[config.mk]
export PLATFORM = sky130hd
export DESIGN_NAME = byte_fifo_stat
export DESIGN_NICKNAME = d
export VERILOG_FILES = /design/src/rtl/bfs_pkg.sv /design/src/rtl/bfs_ctrl.sv /design/src/rtl/bfs_store.sv /design/src/rtl/bfs_status.sv /design/src/rtl/byte_fifo_stat.sv
export SDC_FILE = /design/constraint.sdc
export NUM_CORES = 1
export LEC_CHECK = 0
export ABC_AREA = 1
export BUFFER_PORTS_ARGS = -buffer_cell sky130_fd_sc_hd__buf_4
export CELL_PAD_IN_SITES_DETAIL_PLACEMENT = 1
export CELL_PAD_IN_SITES_GLOBAL_PLACEMENT = 2
export CORE_ASPECT_RATIO = 0.75
export CORE_UTILIZATION = 25
export DETAILED_ROUTE_END_ITERATION = 6
export PLACE_DENSITY = 0.53
export SLEW_MARGIN = 20
export SYNTH_ARGS = -nofsm -noshare
export SYNTH_HDL_FRONTEND = slang
export SYNTH_SLANG_ARGS = --single-unit
[constraint.sdc]
create_clock -name clk -period 3.6 [get_ports clk]
set_input_delay 0.18 -clock clk [delete_from_list [all_inputs] [get_ports clk]]
set_output_delay 0.18 -clock clk [all_outputs]
set_load 0.01 [all_outputs]
[src/rtl/bfs_pkg.sv]
package bfs_pkg;

    typedef enum logic {
        ROLE_TX = 1'b0,
        ROLE_RX = 1'b1
    } bfs_role_e;

    // Legal range for the address width of the buffer.
    function automatic int clamp_lg(int lg);
        if (lg < 2)  return 2;
        if (lg > 10) return 10;
        return lg;
    endfunction

endpackage

[src/rtl/bfs_ctrl.sv]
module bfs_ctrl #(
    parameter int AW = 4
) (
    input  logic          clk,
    input  logic          rst,
    input  logic          wr_req,
    input  logic          rd_req,
    output logic          wr_ok,
    output logic          rd_ok,
    output logic [AW-1:0] wptr,
    output logic [AW-1:0] rptr,
    output logic [AW:0]   fill,
    output logic          err
);
    localparam logic [AW:0] DEPTH = (AW+1)'(1 << AW);

    typedef struct packed {
        logic [AW-1:0] wptr;
        logic [AW-1:0] rptr;
        logic [AW:0]   fill;
        logic          err;
    } ctrl_t;

    ctrl_t st_d, st_q;
    logic  empty_w, full_w;

    always_comb begin
        empty_w = (st_q.fill == '0);
        full_w  = (st_q.fill == DEPTH);
        rd_ok   = rd_req && !empty_w;
        wr_ok   = wr_req && (!full_w || rd_ok);

        st_d      = st_q;
        st_d.wptr = st_q.wptr + AW'(wr_ok);
        st_d.rptr = st_q.rptr + AW'(rd_ok);
        st_d.fill = st_q.fill + (AW+1)'(wr_ok) - (AW+1)'(rd_ok);
        st_d.err  = st_q.err || (rd_req && empty_w) || (wr_req && !wr_ok);
    end

    always_ff @(posedge clk) begin
        if (rst) st_q <= '0;
        else     st_q <= st_d;
    end

    assign wptr = st_q.wptr;
    assign rptr = st_q.rptr;
    assign fill = st_q.fill;
    assign err  = st_q.err;

endmodule

[src/rtl/bfs_store.sv]
module bfs_store #(
    parameter int AW = 4
) (
    input  logic          clk,
    input  logic          rst,
    input  logic          wr_en,
    input  logic [AW-1:0] wr_addr,
    input  logic [7:0]    wr_data,
    input  logic          rd_en,
    input  logic [AW-1:0] rd_addr,
    output logic [7:0]    rd_data
);
    localparam int DEPTH = 1 << AW;

    logic [7:0] mem_q [DEPTH];
    logic [7:0] dout_d, dout_q;

    always_ff @(posedge clk) begin
        if (wr_en) mem_q[wr_addr] <= wr_data;
    end

    always_comb begin
        dout_d = dout_q;
        if (rd_en) dout_d = mem_q[rd_addr];
    end

    always_ff @(posedge clk) begin
        if (rst) dout_q <= '0;
        else     dout_q <= dout_d;
    end

    assign rd_data = dout_q;

endmodule

[src/rtl/bfs_status.sv]
module bfs_status
    import bfs_pkg::*;
#(
    parameter int        AW   = 4,
    parameter bfs_role_e ROLE = ROLE_RX
) (
    input  logic [AW:0] fill,
    output logic [15:0] status
);
    localparam logic [AW:0] DEPTH = (AW+1)'(1 << AW);
    localparam logic [AW:0] HALF  = (AW+1)'(1 << (AW-1));

    logic [1:0] irq_w;

    generate
        if (ROLE == ROLE_RX) begin : g_rx
            assign irq_w[0] = (fill != '0);
            assign irq_w[1] = (fill > HALF);
        end else begin : g_tx
            assign irq_w[0] = (fill != DEPTH);
            assign irq_w[1] = (fill < HALF);
        end
    endgenerate

    always_comb begin
        status           = '0;
        status[15:12]    = 4'(AW);
        status[AW+1:2]   = fill[AW-1:0];
        status[1:0]      = irq_w;
    end

endmodule

[src/rtl/byte_fifo_stat.sv]
module byte_fifo_stat
    import bfs_pkg::*;
#(
    parameter int        LOG2_DEPTH = 4,
    parameter bfs_role_e ROLE       = ROLE_RX
) (
    input  logic        clk,
    input  logic        rst,
    input  logic        wr_en,
    input  logic [7:0]  wr_byte,
    input  logic        rd_en,
    output logic        nonempty,
    output logic [7:0]  rd_byte,
    output logic [15:0] status,
    output logic        err
);
    localparam int AW = clamp_lg(LOG2_DEPTH);

    logic          wr_ok_w, rd_ok_w;
    logic [AW-1:0] wptr_w, rptr_w;
    logic [AW:0]   fill_w;

    bfs_ctrl #(.AW(AW)) u_ctrl (
        .clk    (clk),
        .rst    (rst),
        .wr_req (wr_en),
        .rd_req (rd_en),
        .wr_ok  (wr_ok_w),
        .rd_ok  (rd_ok_w),
        .wptr   (wptr_w),
        .rptr   (rptr_w),
        .fill   (fill_w),
        .err    (err)
    );

    bfs_store #(.AW(AW)) u_store (
        .clk     (clk),
        .rst     (rst),
        .wr_en   (wr_ok_w),
        .wr_addr (wptr_w),
        .wr_data (wr_byte),
        .rd_en   (rd_ok_w),
        .rd_addr (rptr_w),
        .rd_data (rd_byte)
    );

    bfs_status #(.AW(AW), .ROLE(ROLE)) u_status (
        .fill   (fill_w),
        .status (status)
    );

    assign nonempty = (fill_w != '0);

endmodule

==> reports/qor.txt, run 1 <==
Horizontal die dimension -> 191 um
Max Clk Rate -> 0.338 GHz
Root buffer selected by CTS -> sky130_fd_sc_hd__clkbuf_16
Synth top area cells -> sky130_fd_sc_hd__edfxtp_1 (58%), sky130_fd_sc_hd__nand2_1 (12%), sky130_fd_sc_hd__nand3_1 (7.3%)
Number of DRC violations after detailed routing -> 0
Kind of start point of the critical path -> flip-flop
Post-synthesis area per instance -> 9.95 um2
Worst clock skew -> 0.0111 ns
Antenna violations before repair -> 0
Number of distinct library cell variants in the gate-level netlist after synthesis -> 24
Cell Area, Synth -> 6660 um2
Synth top cells by count -> sky130_fd_sc_hd__nand2_1 (208), sky130_fd_sc_hd__edfxtp_1 (128), sky130_fd_sc_hd__nand3_1 (97)
Starting density of the core -> 0.255
Total congestion overflow -> 0
Number of max-slew violations in the final report -> 0
Launch point of the worst reg-to-reg path -> u_ctrl.fill[3]
Data arrival at the endpoint of the critical path -> 3.33 ns
Vias in the first global route -> 4705
Final net count -> 714
Gate family responsible for the most delay along the worst path -> adder cells
Largest net degree at the start of global routing -> 66
Synth top area share -> 0.577
CP Cell Sequence -> inv_1, ha_1, nand2_1, nor3_1, nor2_1, inv_1, ha_1, inv_1, ha_1, fa_1, a21oi_1, o21bai_1, or2_2, a21oi_1
Cell depth of the worst hold path -> 3
Worst IR drop on VDD -> 0.317 mV
YS warnings -> 0
Number of max-capacitance violations reported -> 0
Setup-failing EPs final -> 0
Number of cell rows -> 51
Shortest period the worst path allows -> 2.96 ns
Biggest fanout along the worst timing path -> 6
Hold worst-path end -> u_ctrl.err
Setup fix buffers added after clock tree synthesis -> 0
P&R area growth vs syn -> 15.2%
Unrepaired setup endpoints after global routing -> false
Setup slack of the critical path after layout -> 0.638 ns
Transition time at the pin with the least slew margin -> 0.832 ns
Total negative setup slack -> 0 ns
Hold wc startpoint -> wr_en
Worst Path Buf+Inv -> 3
Hold buffer count at CTS -> 0
Top cell type by total area after synthesis -> sky130_fd_sc_hd__edfxtp_1
Worst slack after detailed placement -> 0.610 ns
Total iterations of the first detailed-routing run -> 4
Tot GR Track Use -> 0.141
Async set-reset flop share out of synthesis -> 0
Worst Setup SP -> u_ctrl.fill[3]
Most numerous cell in the Yosys netlist -> sky130_fd_sc_hd__nand2_1
Number of levels in the clock H-tree -> 4
DRC marker count from the first detailed-route iteration -> 218
Average via count per standard cell -> 4.17
Outcome -> complete, no violations
Filler-free cell count of the finished design -> 1048
Placeable core area -> 26100 um2
Commonest register cell after synthesis -> sky130_fd_sc_hd__edfxtp_1
Worst min path class -> in -> reg
Number of gates resized after cts -> 0
Synthesized flop and latch total -> 150
Final ANT Viol Nets -> 0
Endpoint kind of the worst setup timing path -> flip-flop
Final routed wirelength across all metal layers -> 17900 um
Via total after detailed routing -> 4369
Share of the cycle needed by the critical path after routing -> 0.823
TritonCTS Buffers -> 17
R2R depth -> 14
Sequential share of the synthesized area -> 0.643
Insertion delay of the later-clocked pin in the worst-skew pair -> 0.43 ns
Type of the worst setup path -> reg -> reg
Floorplan die area -> 27300 um2
Slowest CP cell -> sky130_fd_sc_hd__fa_1
Total instance count after detailed placement -> 1014
Longest Clk Path Bufs -> 2
CTS tree -> built
Count of input and output buffers -> 27
Ports placed on the boundary -> 38
Critical Path RT -> 3.96 ns
Worst max-slew margin expressed relative to the limit -> 0.446
Leakage power -> 3.18 nW
Clock-pin transition on the worst setup and hold timing paths -> 0.07 ns
First-pass GRT wire length -> 27700 um
Final hold violation count -> 0
Instance count of the mapped netlist -> 670
Worst R2R Setup Slack -> 0.64 ns
Power density cells -> 685 nW/um2
Fraction of layout cells with a size suffix above 1 -> 0.104
Reg-to-reg critical path endpoint -> u_ctrl.fill[4]
Height of the chip -> 143 um
Clock tree sinks -> 150
Max incr delay on CP -> 0.42 ns
Dpl hpwl -> 12100 um
Number of enable-type register cells in the synthesized netlist -> 128
Final routed wire length divided by cell count -> 17.1 um
Gp weighted congestion -> 0.757
==> final cells by class <==
type	count	area, um2
antenna	2	5.00
clock buffer	17	425
clock inverter	15	155
fill	2967	18400
inverter	97	364
multi-input combinational	389	1750
sequential	150	4290
tap	344	430
timing repair buffer	34	255
==> worst register-to-register path: stages (launching register included) <==
cell and delay, ns:
sky130_fd_sc_hd__dfxtp_1 0.38, sky130_fd_sc_hd__inv_1 0.10, sky130_fd_sc_hd__ha_1 0.19, sky130_fd_sc_hd__nand2_1 0.09
sky130_fd_sc_hd__nor3_1 0.06, sky130_fd_sc_hd__nor2_1 0.35, sky130_fd_sc_hd__inv_1 0.09, sky130_fd_sc_hd__ha_1 0.28
sky130_fd_sc_hd__inv_1 0.04, sky130_fd_sc_hd__ha_1 0.20, sky130_fd_sc_hd__fa_1 0.42, sky130_fd_sc_hd__a21oi_1 0.19
sky130_fd_sc_hd__o21bai_1 0.09, sky130_fd_sc_hd__or2_2 0.27, sky130_fd_sc_hd__a21oi_1 0.13
==> state kept, by name, indices dropped and copies added, names as in the netlist <==
register,flops
u_ctrl.fill,5
u_ctrl.rptr,4
u_ctrl.err,1
u_ctrl.wptr,4
u_store.mem_q,128
u_store.rd_data,8
==> worst max-delay path by stage <==
| stage | endpoint | slack [ns] | cells past startpoint |
|---|---|---|---|
| floorplan | u_ctrl.fill[4] | 1.06 | 14 |
| global placement | u_ctrl.fill[4] | 0.71 | 14 |
| detailed placement | u_ctrl.fill[4] | 0.61 | 14 |
| CTS | u_ctrl.fill[4] | 0.58 | 14 |
| global route | u_ctrl.fill[4] | 0.41 | 14 |
| finish | u_ctrl.fill[4] | 0.64 | 14 |
==> per-layer routing <==
layer | part of all wire | track usage | wire, um
met3 | 0.029 | 0.0310 | 522
met5 | 0 | 0 | 0
met4 | 0.011 | 0.0408 | 192
met1 | 0.50 | 0.190 | 8940
met2 | 0.46 | 0.227 | 8230
==> per-stage QoR <==
| step | area (um2) | hold WS (ns) | total power, mW | util |
|---|---|---|---|---|
| finish | 7670 | 0.0306 | 5.26 | 0.294 |
| global route | 7670 | 0.0247 | 5.58 | 0.294 |
| CTS | 7670 | 0.0120 | 5.36 | 0.294 |
| detailed placement | 7090 | 0.465 | 3.57 | 0.272 |
| global placement | 7090 | 0.476 | 3.56 | 0.272 |
| floorplan | 6690 | 0.279 | 3.07 | - |
==> layout by cell type, fill, tap and decap left out, types with 3 or more instances in the layout <==
master and n:
sky130_fd_sc_hd__clkinvlp_4 6, sky130_fd_sc_hd__buf_4 34, sky130_fd_sc_hd__clkbuf_16 17, sky130_fd_sc_hd__dfxtp_1 21, sky130_fd_sc_hd__conb_1 10, sky130_fd_sc_hd__nand3_1 97, sky130_fd_sc_hd__inv_1 93, sky130_fd_sc_hd__nor2_1 42
sky130_fd_sc_hd__inv_2 3, sky130_fd_sc_hd__o21bai_1 3, sky130_fd_sc_hd__ha_1 12, sky130_fd_sc_hd__nand2_1 208, sky130_fd_sc_hd__clkinv_2 3, sky130_fd_sc_hd__xnor2_1 3, sky130_fd_sc_hd__edfxtp_1 128, sky130_fd_sc_hd__a21oi_1 6
==> power breakdown <==
part	switching (mW)	leakage [nW]	total, mW	internal (mW)
clock network	0.752	0.268	1.77	1.02
logic	0.964	1.58	1.43	0.462
registers	0.0711	1.34	2.06	1.99
==> cell families after synthesis <==
logic type,count (synthesis),synth area share
flip-flops,150,0.643
buffers and inverters,139,0.0984
adder cells (fa/ha/maj),13,0.0255
XOR/XNOR,3,0.00394
other,2,0.00113
AND/OR/NAND/NOR,352,0.218
AO/OA/AOI/OAI,11,0.00976
(Power assumes the default switching activity.)
==> inputs of run 2 (changes only) <==
Settings changed: ABC_AREA 1 to 0, PLACE_DENSITY 0.53 to 0.47.
Clock period 3.6 ns to 3 ns, I/O delays scaled along.
==> run 2 against run 1 <==
Compared with the run above: via count decreased by 31%; clock power grew 20%; first-iteration DRC count fell by 35%; highest routed layer unchanged.
==> reports/qor.txt, run 2 <==
Transition time at the pin with the least slew margin -> 0.995 ns
Sequential share of the synthesized area -> 0.692
Data arrival at the endpoint of the critical path -> 3.07 ns
End-of-flow core utilization -> 0.305
Worst IR drop on VDD -> 0.262 mV
Clock tree sinks -> 150
Register ranked first by flip-flop count -> u_store.mem_q
Final net count -> 401
Number of cell rows -> 49
Final routed wire length divided by cell count -> 18.9 um
Total negative setup slack -> 0 ns
CTS tree -> built
Floorplan die area -> 25400 um2
Instance count of the mapped netlist -> 330
Placeable core area -> 24200 um2
Filler Cells Inserted -> 2520
Worst max-slew margin expressed relative to the limit -> 0.334
Total congestion overflow -> 0
Tot GR Track Use -> 0.113
Leakage power -> 2.48 nW
Final routed wirelength across all metal layers -> 13600 um
Synth top area share -> 0.621
Clock-pin transition on the worst setup and hold timing paths -> 0.07 ns
Power density cells -> 780 nW/um2
First-pass GRT wire length -> 20100 um
DRC marker count from the first detailed-route iteration -> 141
Setup-failing EPs final -> 0
Async set-reset flop share out of synthesis -> 0
Area occupied by multi-input gates -> 1670 um2
Number of distinct library cell variants in the gate-level netlist after synthesis -> 37
YS warnings -> 0
Highest-count cells in the layout ignoring fill and taps -> sky130_fd_sc_hd__edfxtp_1 (128), sky130_fd_sc_hd__buf_4 (47), sky130_fd_sc_hd__mux4_1 (25)
Final hold violation count -> 0
Flip-flop count of the largest register after layout -> 128
Most numerous cell in the Yosys netlist -> sky130_fd_sc_hd__edfxtp_1
Commonest register cell after synthesis -> sky130_fd_sc_hd__edfxtp_1
Vias in the first global route -> 3175
Largest net degree at the start of global routing -> 34
Synth top cells by count -> sky130_fd_sc_hd__edfxtp_1 (128), sky130_fd_sc_hd__mux4_1 (25), sky130_fd_sc_hd__dfxtp_1 (22)
Root buffer selected by CTS -> sky130_fd_sc_hd__clkbuf_16
Count of input and output buffers -> 27
Worst min path class -> in -> reg
Top cell type by total area after synthesis -> sky130_fd_sc_hd__edfxtp_1
Gp weighted congestion -> 0.699
Endpoint kind of the worst setup timing path -> flip-flop
Final ANT Viol Nets -> 0
Seq. cell area -> 4290 um2
Synth top area cells -> sky130_fd_sc_hd__edfxtp_1 (62%), sky130_fd_sc_hd__mux4_1 (11%), sky130_fd_sc_hd__dfxtp_1 (7.1%)
Antenna violations before repair -> 0
Synthesized flop and latch total -> 150
Total iterations of the first detailed-routing run -> 4
Shortest period the worst path allows -> 2.76 ns
Number of max-slew violations in the final report -> 0
Horizontal die dimension -> 184 um
Number of levels in the clock H-tree -> 4
Number of DRC violations after detailed routing -> 0
Starting density of the core -> 0.256
Post-synthesis area per instance -> 18.8 um2
Worst clock skew -> 0.0141 ns
Cell Area, Synth -> 6190 um2
Via total after detailed routing -> 3013
Kind of start point of the critical path -> flip-flop
P&R area growth vs syn -> 19.1%
Insertion delay of the later-clocked pin in the worst-skew pair -> 0.42 ns
Outcome -> complete, no violations
Fraction of layout cells with a size suffix above 1 -> 0.229
Type of the worst setup path -> reg -> reg
Average via count per standard cell -> 4.18
Max Clk Rate -> 0.363 GHz
Critical Path RT -> 3.32 ns
Number of enable-type register cells in the synthesized netlist -> 128
Number of antenna repair diodes -> 0
Biggest fanout along the worst timing path -> 3
TritonCTS Buffers -> 17
Number of max-capacitance violations reported -> 0
Most common library cell in the layout ignoring fill and taps -> sky130_fd_sc_hd__edfxtp_1
Ports placed on the boundary -> 38
Hold buffer count at CTS -> 0
Height of the chip -> 138 um
Unrepaired setup endpoints after global routing -> false
Dpl hpwl -> 9030 um
Setup fix buffers added after clock tree synthesis -> 0
Longest Clk Path Bufs -> 2
Share of the cycle needed by the critical path after routing -> 0.919
-- run 2: changes by cell type in the layout (fill, tap and decap cells not counted), moves of 5 or more --
| cell | before | now |
|---|---|---|
| sky130_fd_sc_hd__nand2_1 | 208 | 3 |
| sky130_fd_sc_hd__o22ai_1 | 0 | 8 |
| sky130_fd_sc_hd__mux4_2 | 0 | 7 |
| sky130_fd_sc_hd__buf_4 | 34 | 47 |
| sky130_fd_sc_hd__clkinvlp_4 | 6 | 1 |
| sky130_fd_sc_hd__mux2i_1 | 0 | 16 |
| sky130_fd_sc_hd__inv_1 | 93 | 8 |
| sky130_fd_sc_hd__mux4_1 | 0 | 25 |
| sky130_fd_sc_hd__a31o_1 | 0 | 8 |
| sky130_fd_sc_hd__nor2_1 | 42 | 21 |
| sky130_fd_sc_hd__nor2b_1 | 0 | 6 |
| sky130_fd_sc_hd__nand3_1 | 97 | 3 |
-- run 2: repair_timing --
item                                    4_1_cts  5_1_grt
hold endpoints to repair                      0        0
endpoints found under the setup margin        0        4
resized for setup                             0        1
-- run 2: area by class of cell --
class	count	share of cell area
inverter	9	0.00458
sequential	150	0.581
clock inverter	9	0.0119
clock buffer	23	0.0692
timing repair buffer	48	0.0505
multi-input combinational	150	0.227
tap	331	0.0561
-- run 2: cell families (layout without fill, tap and decap cells) --
logic type	count (synthesis)	count (layout)	share of synthesized area
buffers and inverters	38	89	0.0430
xor gates and xnor gates	7	7	0.00990
DFF	150	150	0.692
AOI/OAI and AO/OA	24	24	0.0273
muxes	48	48	0.157
adders and majority gates	13	13	0.0275
other	2	10	0.00121
and+or+nand+nor	48	48	0.0420
-- run 2: per-stage QoR --
step / instance area [um2] / std cells / hold WS, ns / power (mW) / worst slack [ns]
global placement: 6780 / 688 / 0.454 / 3.72 / 0.305
detailed placement: 6780 / 688 / 0.455 / 3.71 / 0.173
floorplan: 6220 / 338 / 0.222 / 3.37 / 0.125
CTS: 7380 / 720 / 0.0209 / 5.86 / 0.133
global route: 7380 / 720 / 0.0429 / 6.04 / 0.00237
finish: 7380 / 720 / 0.0285 / 5.76 / 0.242
-- run 2: routing by layer --
metal | share of wire | up-vias | GRT usage
met2 | 0.44 | 59 | 0.167
li1 | - | 1390 | -
met4 | 0.015 | 0 | 0.0465
met1 | 0.51 | 1547 | 0.157
met3 | 0.035 | 17 | 0.0298
met5 | 0 | - | 0
-- run 2: final timing paths --
path | from | slack [ns] | depth (start not counted) | endpoint
setup / recovery | u_ctrl.fill[2] | 0.24 | 13 | u_ctrl.fill[4]
hold / removal | rst | 0.03 | 2 | u_ctrl.fill[3]
setup reg to reg | u_ctrl.fill[2] | 0.24 | 13 | u_ctrl.fill[4]
hold reg to reg | u_ctrl.err | 0.47 | 1 | u_ctrl.err
-- run 2: critical path, stage by stage, from the launching register on --
cell	delay (ns)
sky130_fd_sc_hd__dfxtp_1	0.33
sky130_fd_sc_hd__inv_1	0.11
sky130_fd_sc_hd__ha_1	0.18
sky130_fd_sc_hd__or4b_1	0.46
sky130_fd_sc_hd__nand2_1	0.11
sky130_fd_sc_hd__inv_1	0.06
sky130_fd_sc_hd__ha_1	0.27
sky130_fd_sc_hd__inv_1	0.04
sky130_fd_sc_hd__ha_1	0.20
sky130_fd_sc_hd__fa_1	0.41
sky130_fd_sc_hd__a21oi_1	0.18
sky130_fd_sc_hd__o21bai_1	0.09
sky130_fd_sc_hd__xor2_1	0.15
sky130_fd_sc_hd__nor2_1	0.06
-- run 2: where the power goes --
part	switching, mW	internal [mW]	leakage [nW]	total [mW]
sequential	0.0768	2.39	1.34	2.46
clock	0.829	1.29	0.294	2.12
combinational	0.586	0.590	0.848	1.18
